### src/rtl/dwalk_pkg.sv
package dwalk_pkg;
    typedef enum logic [3:0] {
        ST_IDLE, ST_RD_CTL, ST_RD_SRC, ST_RD_DST, ST_RD_NXT,
        ST_RD_LEN, ST_LAUNCH, ST_MOVE, ST_WR_BACK, ST_POLL_WAIT
    } dwalk_state_t;

    localparam int OFS_SRC  = 0;
    localparam int OFS_DST  = 8;
    localparam int OFS_LINK = 16;
    localparam int OFS_LEN  = 24;
    localparam int OFS_TOP  = 28;

    localparam int CB_EOP   = 0;
    localparam int CB_SFIX  = 1;
    localparam int CB_DFIX  = 2;
    localparam int CB_OWNED = 7;

    function automatic int word_offset(dwalk_state_t s);
        case (s)
            ST_RD_SRC: return OFS_SRC;
            ST_RD_DST: return OFS_DST;
            ST_RD_NXT: return OFS_LINK;
            ST_RD_LEN: return OFS_LEN;
            default:   return OFS_TOP;
        endcase
    endfunction
endpackage

### src/rtl/dwalk_poll_timer.sv
module dwalk_poll_timer #(
    parameter int GAP_W = 8
) (
    input  logic             clk,
    input  logic             rst_n,
    input  logic             load,
    input  logic [GAP_W-1:0] load_val,
    output logic             expired
);
    logic [GAP_W-1:0] cnt_q;

    always_ff @(posedge clk or negedge rst_n) begin
        if (!rst_n)
            cnt_q <= '0;
        else if (load)
            cnt_q <= load_val;
        else if (cnt_q != '0)
            cnt_q <= cnt_q - 1'b1;
    end

    assign expired = (cnt_q == '0);
endmodule

### src/rtl/dwalk_desc_regs.sv
module dwalk_desc_regs
    import dwalk_pkg::*;
#(
    parameter int ADDR_W = 32
) (
    input  logic              clk,
    input  logic              rst_n,
    input  dwalk_state_t      st,
    input  logic              cap,
    input  logic [31:0]       rdata,
    output logic [ADDR_W-1:0] src_q,
    output logic [ADDR_W-1:0] dst_q,
    output logic [ADDR_W-1:0] link_q,
    output logic [15:0]       len_q,
    output logic [7:0]        ctl_q
);
    always_ff @(posedge clk or negedge rst_n) begin
        if (!rst_n) begin
            src_q  <= '0;
            dst_q  <= '0;
            link_q <= '0;
            len_q  <= '0;
            ctl_q  <= '0;
        end else if (cap) begin
            unique case (st)
                ST_RD_CTL: ctl_q  <= rdata[31:24];
                ST_RD_SRC: src_q  <= rdata[ADDR_W-1:0];
                ST_RD_DST: dst_q  <= rdata[ADDR_W-1:0];
                ST_RD_NXT: link_q <= rdata[ADDR_W-1:0];
                ST_RD_LEN: len_q  <= rdata[15:0];
                default: ;
            endcase
        end
    end
endmodule

### src/rtl/desc_walker.sv
module desc_walker
    import dwalk_pkg::*;
#(
    parameter int ADDR_W = 32,
    parameter int GAP_W  = 8
) (
    input  logic              clk,
    input  logic              rst_n,
    input  logic              ctl_go,
    input  logic              ctl_soft_rst,
    input  logic              ctl_keep_own,
    input  logic              ctl_halt_on_err,
    input  logic              ctl_poll_en,
    input  logic [GAP_W-1:0]  ctl_poll_gap,
    input  logic              ptr_wr_en,
    input  logic [ADDR_W-1:0] ptr_wr_data,
    output logic [ADDR_W-1:0] nxt_ptr,
    output logic              busy,
    output logic              desc_done,
    output logic              chain_done,
    output logic              mem_req,
    output logic              mem_we,
    output logic [ADDR_W-1:0] mem_addr,
    output logic [31:0]       mem_wdata,
    input  logic              mem_ack,
    input  logic [31:0]       mem_rdata,
    output logic              mv_start,
    output logic [ADDR_W-1:0] mv_src,
    output logic [ADDR_W-1:0] mv_dst,
    output logic [15:0]       mv_len,
    output logic              mv_eop,
    output logic              mv_src_fixed,
    output logic              mv_dst_fixed,
    input  logic              mv_done,
    input  logic [15:0]       mv_xferred,
    input  logic [7:0]        mv_status
);
    dwalk_state_t st_q, st_d;

    logic              owned;
    logic              rd_state;
    logic              cap;
    logic              tmr_load;
    logic              tmr_expired;
    logic [ADDR_W-1:0] link_q;
    logic [7:0]        ctl_q;
    logic [7:0]        ctl_out;
    logic [15:0]       xf_q;
    logic [7:0]        stat_q;

    assign owned    = mem_rdata[24 + CB_OWNED];
    assign rd_state = (st_q == ST_RD_CTL) || (st_q == ST_RD_SRC) || (st_q == ST_RD_DST)
                   || (st_q == ST_RD_NXT) || (st_q == ST_RD_LEN);
    assign cap      = rd_state && mem_ack && !ctl_soft_rst;
    assign tmr_load = (st_q == ST_RD_CTL) && mem_ack && !owned;

    dwalk_desc_regs #(.ADDR_W(ADDR_W)) i_regs (
        .clk(clk), .rst_n(rst_n), .st(st_q), .cap(cap), .rdata(mem_rdata),
        .src_q(mv_src), .dst_q(mv_dst), .link_q(link_q), .len_q(mv_len), .ctl_q(ctl_q)
    );

    dwalk_poll_timer #(.GAP_W(GAP_W)) i_timer (
        .clk(clk), .rst_n(rst_n), .load(tmr_load), .load_val(ctl_poll_gap),
        .expired(tmr_expired)
    );

    // state register
    always_ff @(posedge clk or negedge rst_n) begin
        if (!rst_n) st_q <= ST_IDLE;
        else        st_q <= st_d;
    end

    // next-state logic
    always_comb begin
        st_d = st_q;
        unique case (st_q)
            ST_IDLE:      if (ctl_go) st_d = ST_RD_CTL;
            ST_RD_CTL:    if (mem_ack) st_d = owned ? ST_RD_SRC
                                             : (ctl_poll_en ? ST_POLL_WAIT : ST_IDLE);
            ST_RD_SRC:    if (mem_ack) st_d = ST_RD_DST;
            ST_RD_DST:    if (mem_ack) st_d = ST_RD_NXT;
            ST_RD_NXT:    if (mem_ack) st_d = ST_RD_LEN;
            ST_RD_LEN:    if (mem_ack) st_d = ST_LAUNCH;
            ST_LAUNCH:    st_d = ST_MOVE;
            ST_MOVE:      if (mv_done) st_d = ST_WR_BACK;
            ST_WR_BACK:   if (mem_ack) st_d = (ctl_halt_on_err && stat_q[0]) ? ST_IDLE
                                                                              : ST_RD_CTL;
            ST_POLL_WAIT: if (tmr_expired) st_d = ST_RD_CTL;
            default:      st_d = ST_IDLE;
        endcase
        if (ctl_soft_rst) st_d = ST_IDLE;
    end

    // datapath registers: pointer and mover result
    always_ff @(posedge clk or negedge rst_n) begin
        if (!rst_n) begin
            nxt_ptr <= '0;
            xf_q    <= '0;
            stat_q  <= '0;
        end else begin
            if (st_q == ST_IDLE && ptr_wr_en)
                nxt_ptr <= ptr_wr_data;
            else if (desc_done)
                nxt_ptr <= link_q;
            if (st_q == ST_MOVE && mv_done) begin
                xf_q   <= mv_xferred;
                stat_q <= mv_status;
            end
        end
    end

    assign ctl_out = ctl_keep_own ? ctl_q : {1'b0, ctl_q[6:0]};

    // outputs
    always_comb begin
        busy         = (st_q != ST_IDLE);
        mem_req      = rd_state || (st_q == ST_WR_BACK);
        mem_we       = (st_q == ST_WR_BACK);
        mem_addr     = nxt_ptr + ADDR_W'(word_offset(st_q));
        mem_wdata    = {ctl_out, stat_q, xf_q};
        mv_start     = (st_q == ST_LAUNCH);
        mv_eop       = ctl_q[CB_EOP];
        mv_src_fixed = ctl_q[CB_SFIX];
        mv_dst_fixed = ctl_q[CB_DFIX];
        desc_done    = (st_q == ST_WR_BACK) && mem_ack && !ctl_soft_rst;
        chain_done   = (st_q == ST_RD_CTL) && mem_ack && !owned && !ctl_poll_en
                    && !ctl_soft_rst;
    end
endmodule

### config.mk
export PLATFORM = sky130hd
export DESIGN_NAME = desc_walker
export DESIGN_NICKNAME = d
export VERILOG_FILES = /design/src/rtl/dwalk_pkg.sv /design/src/rtl/dwalk_poll_timer.sv /design/src/rtl/dwalk_desc_regs.sv /design/src/rtl/desc_walker.sv
export SDC_FILE = /design/constraint.sdc
export NUM_CORES = 1
export LEC_CHECK = 0
export ABC_AREA = 1
export BUFFER_PORTS_ARGS = -buffer_cell sky130_fd_sc_hd__buf_4
export CAP_MARGIN = 25
export CORE_MARGIN = 10
export CORE_UTILIZATION = 46
export CTS_CLUSTER_SIZE = 8
export DETAILED_ROUTE_END_ITERATION = 8
export GPL_ROUTABILITY_DRIVEN = 0
export HOLD_SLACK_MARGIN = 0.03
export PLACE_DENSITY = 0.78
export SYNTH_ARGS = -nofsm -noshare
export SYNTH_HDL_FRONTEND = slang
export SYNTH_SLANG_ARGS = --single-unit
### constraint.sdc
create_clock -name clk -period 2.15 [get_ports clk]
set_input_delay 0.215 -clock clk [delete_from_list [all_inputs] [get_ports clk]]
set_output_delay 0.215 -clock clk [all_outputs]
set_load 0.03 [all_outputs]
==> metrics.csv <==
stage,metric,value,unit
run_status,status,finished with violations,
run_status,violated checks,negative setup slack,
timing,Max Slew Vio Count,0,
layout,register area,4710,sq um
synth,synthesis-stage register bit count,188,
min_path,worst hold path type,input pin to register,
power,Comb pwr share,53.3,%
layout,multi-input logic area,3770,sq um
power,Clk pwr share,17.1,%
power,Pint,0.0104,W
power,worst ir drop on vdd,618,uV
flow_run,Max Cap Violations,0,
layout,Final Net Count,1464,
power,Sequential Power Share,29.6,%
critical_path,Setup Crit Path Kind,register to primary output,
floorplan,Site Rows,50,
timing,RSZ-0062 raised after global routing,true,
timing,# setup viols final,29,
layout,Layout Area Growth over Synthesis,55.6,%
clock_tree,CTS Sinks,188,
place,DP HPWL,22.3,mm
synth,synth warn,0,
timing,setup ws final,-0.699,ns
clock_tree,Clock transition at path regs,0.07,ns
floorplan,CORE AREA,18600,sq um
synth,syn_nets,1065,
power,leakage power,6.90,nW
timing,Final Skew,0.00874,ns
detailed_routing,Starting DRT DRC Count,607,
floorplan,Die Y,157,um
clock_tree,total CTS buffers,17,
synth,Cells after Synth,953,
global_route,first-pass GRT wire length,47.6,mm
clock_tree,clock latency on the worst-skew pair,0.42,ns
place,Place WS,-0.294,ns
timing,worst-margin pin slew,0.579,ns
critical_path,CP arrival,2.63,ns
critical_path,critical path peak fanout,3,
global_route,antenna violations before repair,0,
clock_tree,Max clock buf depth,2,
detailed_routing,drt wl/cell,19.4,um
critical_path,Critical Path RT,1.93,ns
detailed_routing,Post-DRT Antenna Nets,0,
detailed_routing,DRT Wirelength,31.0,mm
clock_tree,Root Driver,clkbuf_16,
layout,fillers,1318,
timing,Tcrit/Tclk final,133,%
global_route,Congestion Overflow GR,0,
floorplan,die width,157,um
detailed_routing,drt first pass iters,5,
power,Psw,0.00863,W
timing,Sum Neg Setup Slack,-15.44,ns
floorplan,die area,24700,sq um
clock_tree,H-tree depth,4,
detailed_routing,drt drc,0,
floorplan,I/O Pins,291,
timing,Slew headroom,61.4,%
synth,Netlist cell types,34,
critical_path,CP startpoint kind,register,
layout,ANT cells,0,
timing,final hold vios,0,
clock_tree,CTS tree,yes,
synth,post-synthesis sequential area ratio,54.3,%
synth,"Avg Cell Area, Syn",9.09,sq um
critical_path,Critical Path Sink Type,primary output,
timing,Final min period,2.85,ns
layout,share of cells above drive strength 1,38.2,%
place,port bufs,290,
synth,mapped cell area,8660,sq um
detailed_routing,via density per instance,5.21,
floorplan,Starting Density,46.5,%
global_route,vias in the first global route,8645,
power,PD cells,1410,nW/um^2
global_route,GRT Total Usage,24.5,%
power,switch share,45.3,%
detailed_routing,vias,8334,
global_route,largest net degree at the start of global routing,70,
timing,Max Fclk,351,MHz
-- stage by stage --
step | power [W] | hold slack [ns] | utilization [%] | cells | cell area (sq um)
after CTS | 0.0187 | 0.0323 | 71.1 | 1588 | 13300
final | 0.0190 | 0.0511 | 72.3 | 1599 | 13500
after global routing | 0.0200 | 0.0403 | 72.3 | 1599 | 13500
after floorplan | 0.0113 | -0.0806 | - | 953 | 9070
after detailed placement | 0.0150 | 0.262 | 62.6 | 1471 | 11700
after global placement | 0.0148 | 0.258 | 62.6 | 1471 | 11700
-- final cells by class --
type                    count  area share, %
clock buffers              20           3.39
clock inverters            12           1.15
repair buffers            429           27.1
inverters                 117           3.30
well taps                 234           2.17
flip-flops and latches    188           34.9
multi-input cells         599           27.9
-- worst max-delay path: stages, from the launching register on --
cell and delay [ns]:
dfrtp_2 0.43, nand3_2 0.10, nand2_2 0.07, inv_2 0.08, ha_4 0.13, inv_2 0.04
fa_2 0.35, inv_2 0.06, nand2_2 0.05, nand2_4 0.11, nand3_4 0.10, nor2_4 0.17
nand3_2 0.11, xor2_1 0.22, inv_2 0.05, buf_6 0.13
-- cells in the mapped netlist, drive strengths merged --
cell    number  area share, %
a21oi        4           0.23
a22oi        1          0.087
and3         1          0.072
buf         27            2.3
clkbuf      22           0.95
dfrtp      188             54
fa           1           0.23
ha           5           0.72
inv        117            5.1
mux2        24            3.1
nand2      238             11
nand3       48            2.8
nand3b       6           0.52
nand4       10           0.97
nor2        35            1.9
nor3        18            1.0
o211ai      16            1.4
o21ai      157             10
o221ai       6           0.61
xnor2        9           0.91
xor2        20            2.0
-- path summary, 6_finish.rpt --
check	end	start	depth (start not counted)	slack [ns]
max in group asynchronous	i_regs.src_q[22]	rst_n	3	1.06
worst min register to register	i_regs.dst_q[28]	i_regs.dst_q[28]	2	0.49
worst max register to register	nxt_ptr[8]	st_q[1]	6	0.21
min in group asynchronous	xf_q[3]	rst_n	2	0.36
worst min-delay path	i_regs.link_q[13]	mem_rdata[13]	3	0.05
worst max-delay path	mem_addr[20]	st_q[2]	15	-0.70
-- flip-flops by register name (all words and copies together) (netlist names) --
signal         flops
st_q               4
stat_q             8
i_regs.ctl_q       8
i_regs.link_q     32
i_regs.src_q      32
i_regs.len_q      16
xf_q              16
i_regs.dst_q      32
nxt_ptr           32
i_timer.cnt_q      8
-- layer usage --
layer	GRT usage [%]	vias to the layer above	routed length [um]
met1	29.0	4040	11900
met3	8.60	50	2940
li1	-	3864	-
met2	41.0	380	15400
met4	7.61	0	713
met5	0	-	0
-- logic make-up after synthesis --
logic type,count (synthesis),synth area share (%)
XOR/XNOR,29,2.93
buffers and inverters,166,8.32
multiplexers,24,3.12
flip-flops,188,54.3
AO/OA/AOI/OAI,184,12.6
adder cells (fa/ha/maj),6,0.953
AND/OR/NAND/NOR,356,17.8
-- power groups by stage --
stage	clock network (W)	logic [W]	registers [W]
final	0.00325	0.0102	0.00564
after global routing	0.00343	0.0108	0.00580
after CTS	0.00329	0.00986	0.00560
after detailed placement	0	0.00940	0.00564
after global placement	0	0.00925	0.00560
after floorplan	0	0.00390	0.00737
-- cell usage in the layout (no fill, tap or decap), types with 9 or more instances in the layout --
master,count
nor2_4,9
buf_6,30
inv_1,105
dfrtp_1,186
o21ai_0,87
inv_2,10
mux2_2,24
o21ai_1,42
nor2_1,23
nand3_1,42
buf_4,314
nand2_2,15
clkbuf_16,18
dlygate4sd3_1,75
o21ai_2,28
o211ai_1,16
nand2_1,213
nor3_1,14
-- what timing repair did --
action	4_1_cts	5_1_grt
hold endpoints to repair	139	0
hold buffers	75	0
endpoints found under the setup margin	31	35
pin swaps	13	15
buffers inserted	10	11
gates cloned	1	1
gates resized for setup	26	36
Note: power is estimated with default switching activity, not from simulation.
